$ cat config.mk
export PLATFORM = sky130hd
export DESIGN_NAME = serctl_port
export DESIGN_NICKNAME = d
export VERILOG_FILES = /design/src/rtl/serctl_pkg.sv /design/src/rtl/serctl_sync_edge.sv /design/src/rtl/serctl_shifter.sv /design/src/rtl/serctl_regs.sv /design/src/rtl/serctl_port.sv
export SDC_FILE = /design/constraint.sdc
export NUM_CORES = 1
export LEC_CHECK = 0
export CAP_MARGIN = 20
export CELL_PAD_IN_SITES_DETAIL_PLACEMENT = 0
export CELL_PAD_IN_SITES_GLOBAL_PLACEMENT = 2
export CORE_ASPECT_RATIO = 2
export CORE_UTILIZATION = 38
export DETAILED_ROUTE_END_ITERATION = 12
export PLACE_DENSITY_LB_ADDON = 0.25
export SYNTH_ARGS = -nofsm -noshare
export SYNTH_HDL_FRONTEND = slang
export SYNTH_SLANG_ARGS = --single-unit
$ cat constraint.sdc
create_clock -name clk_i -period 2.6 [get_ports clk_i]
set_clock_uncertainty 0.1 [all_clocks]
set_input_delay 0.39 -clock clk_i [delete_from_list [all_inputs] [get_ports clk_i]]
set_output_delay 0.39 -clock clk_i [all_outputs]
set_load 0.01 [all_outputs]
$ cat src/rtl/serctl_pkg.sv
package serctl_pkg;
  localparam int FRAME_W    = 12;
  localparam int PAYLOAD_W  = FRAME_W - 1;
  localparam int ATT_W      = PAYLOAD_W;
  localparam int RATE_W     = 2;
  localparam int TEST_W     = 2;
  localparam int RATE_OH_W  = 3;
  localparam logic [ATT_W-1:0] ATT_RESET = 11'h400;

  typedef struct packed {
    logic [TEST_W-1:0] test;
    logic              ratio_fine;
    logic              gain_boost;
    logic [RATE_W-1:0] rate;
    logic              deemph_en;
  } mode_flags_t;

  localparam int FLAG_W = $bits(mode_flags_t);

  // Payload bit 0 is the last bit shifted (D12).
  function automatic mode_flags_t payload_to_flags(input logic [PAYLOAD_W-1:0] p);
    mode_flags_t f;
    f.deemph_en  = p[0];
    f.rate       = p[2:1];
    f.gain_boost = p[3];
    f.ratio_fine = p[4];
    f.test       = p[6:5];
    return f;
  endfunction

  function automatic logic [RATE_OH_W-1:0] rate_onehot(input logic [RATE_W-1:0] code);
    logic [RATE_OH_W-1:0] oh;
    case (code)
      2'b10:   oh = 3'b010;
      2'b11:   oh = 3'b100;
      default: oh = 3'b001;
    endcase
    return oh;
  endfunction
endpackage

$ cat src/rtl/serctl_sync_edge.sv
module serctl_sync_edge #(
  parameter int STAGES = 2
) (
  input  logic clk_i,
  input  logic rst_ni,
  input  logic async_i,
  output logic level_o,
  output logic rise_o
);
  logic [STAGES-1:0] chain_q;
  logic              prev_q;

  generate
    for (genvar s = 0; s < STAGES; s++) begin : g_stage
      if (s == 0) begin : g_first
        always_ff @(posedge clk_i or negedge rst_ni) begin
          if (!rst_ni) chain_q[s] <= 1'b0;
          else         chain_q[s] <= async_i;
        end
      end else begin : g_next
        always_ff @(posedge clk_i or negedge rst_ni) begin
          if (!rst_ni) chain_q[s] <= 1'b0;
          else         chain_q[s] <= chain_q[s-1];
        end
      end
    end
  endgenerate

  always_ff @(posedge clk_i or negedge rst_ni) begin
    if (!rst_ni) prev_q <= 1'b0;
    else         prev_q <= chain_q[STAGES-1];
  end

  assign level_o = chain_q[STAGES-1];
  assign rise_o  = chain_q[STAGES-1] & ~prev_q;
endmodule

$ cat src/rtl/serctl_shifter.sv
module serctl_shifter
  import serctl_pkg::*;
(
  input  logic               clk_i,
  input  logic               rst_ni,
  input  logic               shift_i,
  input  logic               bit_i,
  output logic [FRAME_W-1:0] frame_o
);
  logic [FRAME_W-1:0] sr_q;

  always_ff @(posedge clk_i or negedge rst_ni) begin
    if (!rst_ni)      sr_q <= '0;
    else if (shift_i) sr_q <= {sr_q[FRAME_W-2:0], bit_i};
  end

  assign frame_o = sr_q;
endmodule

$ cat src/rtl/serctl_regs.sv
module serctl_regs
  import serctl_pkg::*;
(
  input  logic               clk_i,
  input  logic               rst_ni,
  input  logic               load_i,
  input  logic [FRAME_W-1:0] frame_i,
  output logic [ATT_W-1:0]   atten_o,
  output mode_flags_t        flags_o,
  output logic               rate_chg_o
);
  logic                 sel_flags;
  logic [PAYLOAD_W-1:0] payload;
  mode_flags_t          next_flags;
  logic [ATT_W-1:0]     atten_q;
  mode_flags_t          flags_q;
  logic                 chg_q;

  assign sel_flags  = frame_i[FRAME_W-1];
  assign payload    = frame_i[PAYLOAD_W-1:0];
  assign next_flags = payload_to_flags(payload);

  always_ff @(posedge clk_i or negedge rst_ni) begin
    if (!rst_ni) begin
      atten_q <= ATT_RESET;
      flags_q <= '0;
      chg_q   <= 1'b0;
    end else begin
      chg_q <= 1'b0;
      if (load_i) begin
        if (sel_flags) begin
          flags_q <= next_flags;
          chg_q   <= (next_flags.rate != flags_q.rate);
        end else begin
          atten_q <= payload;
        end
      end
    end
  end

  assign atten_o    = atten_q;
  assign flags_o    = flags_q;
  assign rate_chg_o = chg_q;
endmodule

$ cat src/rtl/serctl_port.sv
module serctl_port
  import serctl_pkg::*;
#(
  parameter int SYNC_STAGES = 2
) (
  input  logic                 clk_i,
  input  logic                 rst_ni,
  input  logic                 ser_clk_i,
  input  logic                 ser_le_i,
  input  logic                 ser_dat_i,
  output logic [ATT_W-1:0]     atten_o,
  output logic                 deemph_en_o,
  output logic [RATE_W-1:0]    deemph_rate_o,
  output logic [RATE_OH_W-1:0] deemph_rate_oh_o,
  output logic                 gain_boost_o,
  output logic                 ratio_fine_o,
  output logic [TEST_W-1:0]    test_mode_o,
  output logic                 rate_change_o
);
  logic               sck_lvl, sck_rise;
  logic               le_lvl, le_rise;
  logic               dat_lvl, dat_rise;
  logic [FRAME_W-1:0] frame_q;
  mode_flags_t        flags_q;

  serctl_sync_edge #(.STAGES(SYNC_STAGES)) u_sck (
    .clk_i(clk_i), .rst_ni(rst_ni), .async_i(ser_clk_i),
    .level_o(sck_lvl), .rise_o(sck_rise));
  serctl_sync_edge #(.STAGES(SYNC_STAGES)) u_le (
    .clk_i(clk_i), .rst_ni(rst_ni), .async_i(ser_le_i),
    .level_o(le_lvl), .rise_o(le_rise));
  serctl_sync_edge #(.STAGES(SYNC_STAGES)) u_dat (
    .clk_i(clk_i), .rst_ni(rst_ni), .async_i(ser_dat_i),
    .level_o(dat_lvl), .rise_o(dat_rise));

  serctl_shifter u_shift (
    .clk_i(clk_i), .rst_ni(rst_ni), .shift_i(sck_rise),
    .bit_i(dat_lvl), .frame_o(frame_q));

  serctl_regs u_regs (
    .clk_i(clk_i), .rst_ni(rst_ni), .load_i(le_rise), .frame_i(frame_q),
    .atten_o(atten_o), .flags_o(flags_q), .rate_chg_o(rate_change_o));

  assign deemph_en_o      = flags_q.deemph_en;
  assign deemph_rate_o    = flags_q.rate;
  assign deemph_rate_oh_o = rate_onehot(flags_q.rate);
  assign gain_boost_o     = flags_q.gain_boost;
  assign ratio_fine_o     = flags_q.ratio_fine;
  assign test_mode_o      = flags_q.test;
endmodule

=== After elaboration in Yosys (flattened, before gate mapping) ===
Index checks and enable logic that the tools add are counted.

* Bits in registers: 39
* Word-level logic and storage cells: 29

* Equal/unequal tests: 3
* Muxes and demuxes: 3
* Bitwise operators: 5
* Reductions and logical operators: 2

{| class="wikitable"
|+ Operators with widths
! cell !! number
|-
| 3-bit one-hot mux with 2 select lines || 1
|-
| 2-bit equality test, second input constant || 2
|-
| 2-bit AND reduction || 2
|-
| 1-bit inverter || 3
|-
| 1-bit AND || 2
|-
| 1-bit two-way mux || 2
|-
| 2-bit != test || 1
|}

=== Logic depth before layout (Yosys ltp) ===
* Depth in word-level cells: 3
* Gate-level depth with buffers: 3

=== Hierarchy ===
A second synthesis with hierarchy kept.

* Cells, all modules: 83
* Area total of the unflattened synthesis: 1550.2 um2

{| class="wikitable"
|+ Modules (own cells, without submodules)
! module !! times used !! cells each !! area each (um2) !! sequential area each (um2)
|-
| serctl_regs || 1 || 43 || 779.5 || 476.7
|-
| serctl_shifter || 1 || 25 || 484.2 || 300.3
|-
| serctl_sync_edge || 3 || 4 || 88.8 || 75.1
|-
| serctl_port || 1 || 3 || 20.0 || 0.0
|}

=== Worst setup path after synthesis ===
Ideal clock, no wire load.

* Kind: reg2reg
* From: register u_shift.sr_q[11] (netlist: u_shift.frame_o[11])
* To: register u_regs.atten_q[0] (netlist: u_regs.atten_o[0])
* Data arrival time: 1100 ps
* Required time: 2375 ps
* Setup slack: 1275 ps
* Cell stages (with the launch flop): 4
* Path buffers: 1
* Path through: dfrtp_1 -> nor3b_2 -> buf_6 -> mux2_2

* Cells in the longest elaborated chain, start to end: 2

{| class="wikitable"
|+ RTL lines
! item !! line !! text
|-
| start, declared || serctl_shifter.sv:10 || <nowiki>logic [FRAME_W-1:0] sr_q;</nowiki>
|-
| start signal, assigned || serctl_shifter.sv:14 || <nowiki>else if (shift_i) sr_q <= {sr_q[FRAME_W-2:0], bit_i};</nowiki>
|-
| 1-bit inverter (no line) || n/a ||
|-
| 2-bit AND reduction (no line) || n/a ||
|-
| end signal, assigned || serctl_regs.sv:35 || <nowiki>atten_q <= payload;</nowiki>
|-
| end, declared || serctl_regs.sv:15 || <nowiki>logic [ATT_W-1:0] atten_q;</nowiki>
|}

No other way between the ends.
A chain may end at the register's enable or synchronous reset.

=== Final worst setup path ===
* From: register u_regs.flags_o[2] (netlist name)
* To: output port deemph_rate_oh_o[1]

* Cells in the longest elaborated chain, start to end: 2
* Elaborated cells on any way between the ends: 3

{| class="wikitable"
|+ RTL lines
! item !! line !! text
|-
| 2-bit equality test || serctl_pkg.sv:33 || <nowiki>case (code)</nowiki>
|-
| 3-bit one-hot mux with 2 select lines (*) || serctl_pkg.sv:33 ||
|-
| end, declared || serctl_port.sv:14 || <nowiki>output logic [RATE_OH_W-1:0] deemph_rate_oh_o,</nowiki>
|}

Mark *: on every way between the ends. The rest lies on a longest branch, timed or not.

==> metrics.yaml <==
grt:
  grt_pass1_vias: 798
  grt_max_degree: 40
  grt_pass1_wl_um: 3891
  grt_overflow: 0
  gr-usage-all-layers_pct: 14.32
  antenna_found_initial: 0
placement:
  gp_congestion: 0.6779
  port_buffers: 26
worst_setup_path:
  crit_arrival_ns: 1.37
  cp.required_ns: 2.11
  reg2reg_from: "u_shift.frame_o[11]"
  critical_path_buf_inv_count: 2
  worstReg2RegEnd: "u_regs.atten_o[5]"
  max_stage_delay_ns: 0.53
  crit_chain: "inv_1 > nor2_1 > clkdlybuf4s50_1"
  end_kind: "output pin"
  cp_top_family: "buffers and inverters"
  cp_max_fo: 5
  reg2reg_slack_ns: 1.06
  ff2ff_path_depth: 3
  cp-start-kind: "flop"
  cp_slowest_cell: "clkdlybuf4s50_1"
  path_class: "reg2out"
timing:
  timing.slew.headroom_pct: 44.05
  worstMarginPinSlew_ns: 0.8392
  period_minus_slack_ns: 1.861
  finalSetupViolCount: 0
  finalHoldViolCount: 0
  drv_slew: 0
  fin_tns_setup_ns: 0
  fmax_mhz: 537.3
  period_share_pct: 71.59
  hold_ws_ns: 0.1062
  rsz0062_at_grt: "no"
cts:
  postCtsSetupBuffers: 0
  cts_made_buffers: 5
  post_cts_resized: 0
  cts.htree.levels: 2
  clockRootBuffer: "clkbuf_8"
  clk_pin_slew_ns: 0.07
  cts_tree: "done"
  insertion_delay_ns: 0.28
  ctsHoldBuffers: 0
  numClockSinks: 39
  clockBufferDepth: 2
logic_synthesis:
  seq_area_frac_synth_pct: 69.67
  postSynthAreaPerCell_um2: 17.53
  synth.top_cell.area_share_pct: 67.80
  synthDistinctLibCells: 13
  synth.area.top_cells: "dfrtp_1, mux2_2, dfstp_2"
  synthCells: 80
  syn-num-nets: 85
  netlist_area_um2: 1403
  synth_seq_cells: 39
  yosys_warnings: 0
  yosysTopAreaCell: "dfrtp_1"
cells_and_area:
  final_common_cell: "dfrtp_1"
  post_route_cells_drive_above_1_share_pct: 38.05
  final_cell_mix: "dfrtp_1, mux2_2, clkdlybuf4s50_1"
  syn2layout_area_growth_pct: 28.81
  final_nets: 117
  diodes: 0
power_and_ir_drop:
  p_per_area_nw_per_um2: 1129
  p_leak_nw: 0.7857
  power_mw: 2.039
  peakVddDrop_mv: 0.5290
route:
  route.vias.total: 743
  wirelength_um: 2268
  wire_per_inst_um: 14.09
  drtPass1Iterations: 2
  route.detailed.drc: 0
  drt_iter0_drc: 3
  viasPerCell: 4.615
  ant_nets: 0
floorplanning:
  rows: 30
  coreArea_um2: 3453
  fp.dieW_um: 44.96
  dieHeight_um: 87.92
  start_util_pct: 40.62
  design.die.area_um2: 3953
  io_pins: 27
hold_path:
  hp-class: "in2async"
run:
  maxCapViolations: 0
run_status:
  status: "complete, no violations"
[cells in the mapped netlist]
library cell  instances
dfrtp_1              38
mux2_2               30
xnor2_1               2
a21oi_1               1
and2_1                1
buf_4                 1
buf_6                 1
dfstp_2               1
inv_1                 1
nand3b_2              1
nor2_1                1
nor2b_2               1
nor3b_2               1
[sequential cells by signal, indices dropped and copies added, names as in the netlist]
name,flops
u_le.prev_q,1
u_dat.chain_q,1
u_regs.flags_o,7
u_le.level_o,1
u_le.chain_q,1
u_sck.chain_q,1
u_sck.prev_q,1
u_regs.atten_o,11
u_shift.frame_o,12
u_sck.level_o,1
u_regs.rate_chg_o,1
u_dat.level_o,1
[cell families (layout without fill, tap and decap cells)]
group	after synthesis	after routing	share of synthesized area (%)
flops	39	39	69.67
mux	30	30	24.09
simple gates	5	5	3.033
buf+inv	3	36	1.606
xor+xnor	2	2	1.249
compound gates	1	1	0.3565
[worst register-to-register path: cells and delay by family, from the launching register on]
family	cells	cell delay, ns
buffers and inverters	1	0.24
flip-flops	1	0.41
multiplexers	1	0.34
AND/OR/NAND/NOR	1	0.33
[metrics by stage]
stage          util [%]  instance area [um2]  std cells  setup slack, ns
2_1_floorplan         -                 1403         80            1.275
3_3_place_gp      49.42                 1707        153            1.044
3_5_place_dp      49.42                 1707        153            1.028
4_1_cts           52.32                 1807        161           0.7185
5_1_grt           52.32                 1807        161           0.6202
6_report          52.32                 1807        161           0.7387
[how the worst max path moves through the flow]
stage / start / endpoint / slack, ns / cells after the start
2_1_floorplan: u_shift.frame_o[11] / u_regs.atten_o[0] / 1.28 / 3
3_3_place_gp: u_sck.prev_q / u_shift.frame_o[5] / 1.04 / 2
3_5_place_dp: u_sck.prev_q / u_shift.frame_o[0] / 1.03 / 2
4_1_cts: u_regs.flags_o[2] / deemph_rate_oh_o[1] / 0.72 / 3
5_1_grt: u_regs.flags_o[2] / deemph_rate_oh_o[1] / 0.62 / 3
6_report: u_regs.flags_o[2] / deemph_rate_oh_o[1] / 0.74 / 3
[routing by layer]
layer	global-route usage, %	wire length, um
met5	0	0
met4	8.264	64
met3	5.361	117
met2	22.00	1195
met1	16.64	890
[power breakdown]
part | switching (mW) | internal [mW] | total, mW | leakage, nW
Sequential | 0.154 | 0.824 | 0.978 | 0.476
Clock | 0.191 | 0.242 | 0.433 | 0.0515
Combinational | 0.206 | 0.423 | 0.629 | 0.258
Total | 0.551 | 1.49 | 2.04 | 0.786
[cell type report]
type / count / area, um2
fill: 328 / 1647
timing repair buffer: 27 / 262.8
inverter: 1 / 3.754
tap: 48 / 60.06
clock buffer: 8 / 100.1
multi-input combinational: 38 / 402.9
sequential: 39 / 977.2
(Power assumes the default switching activity.)
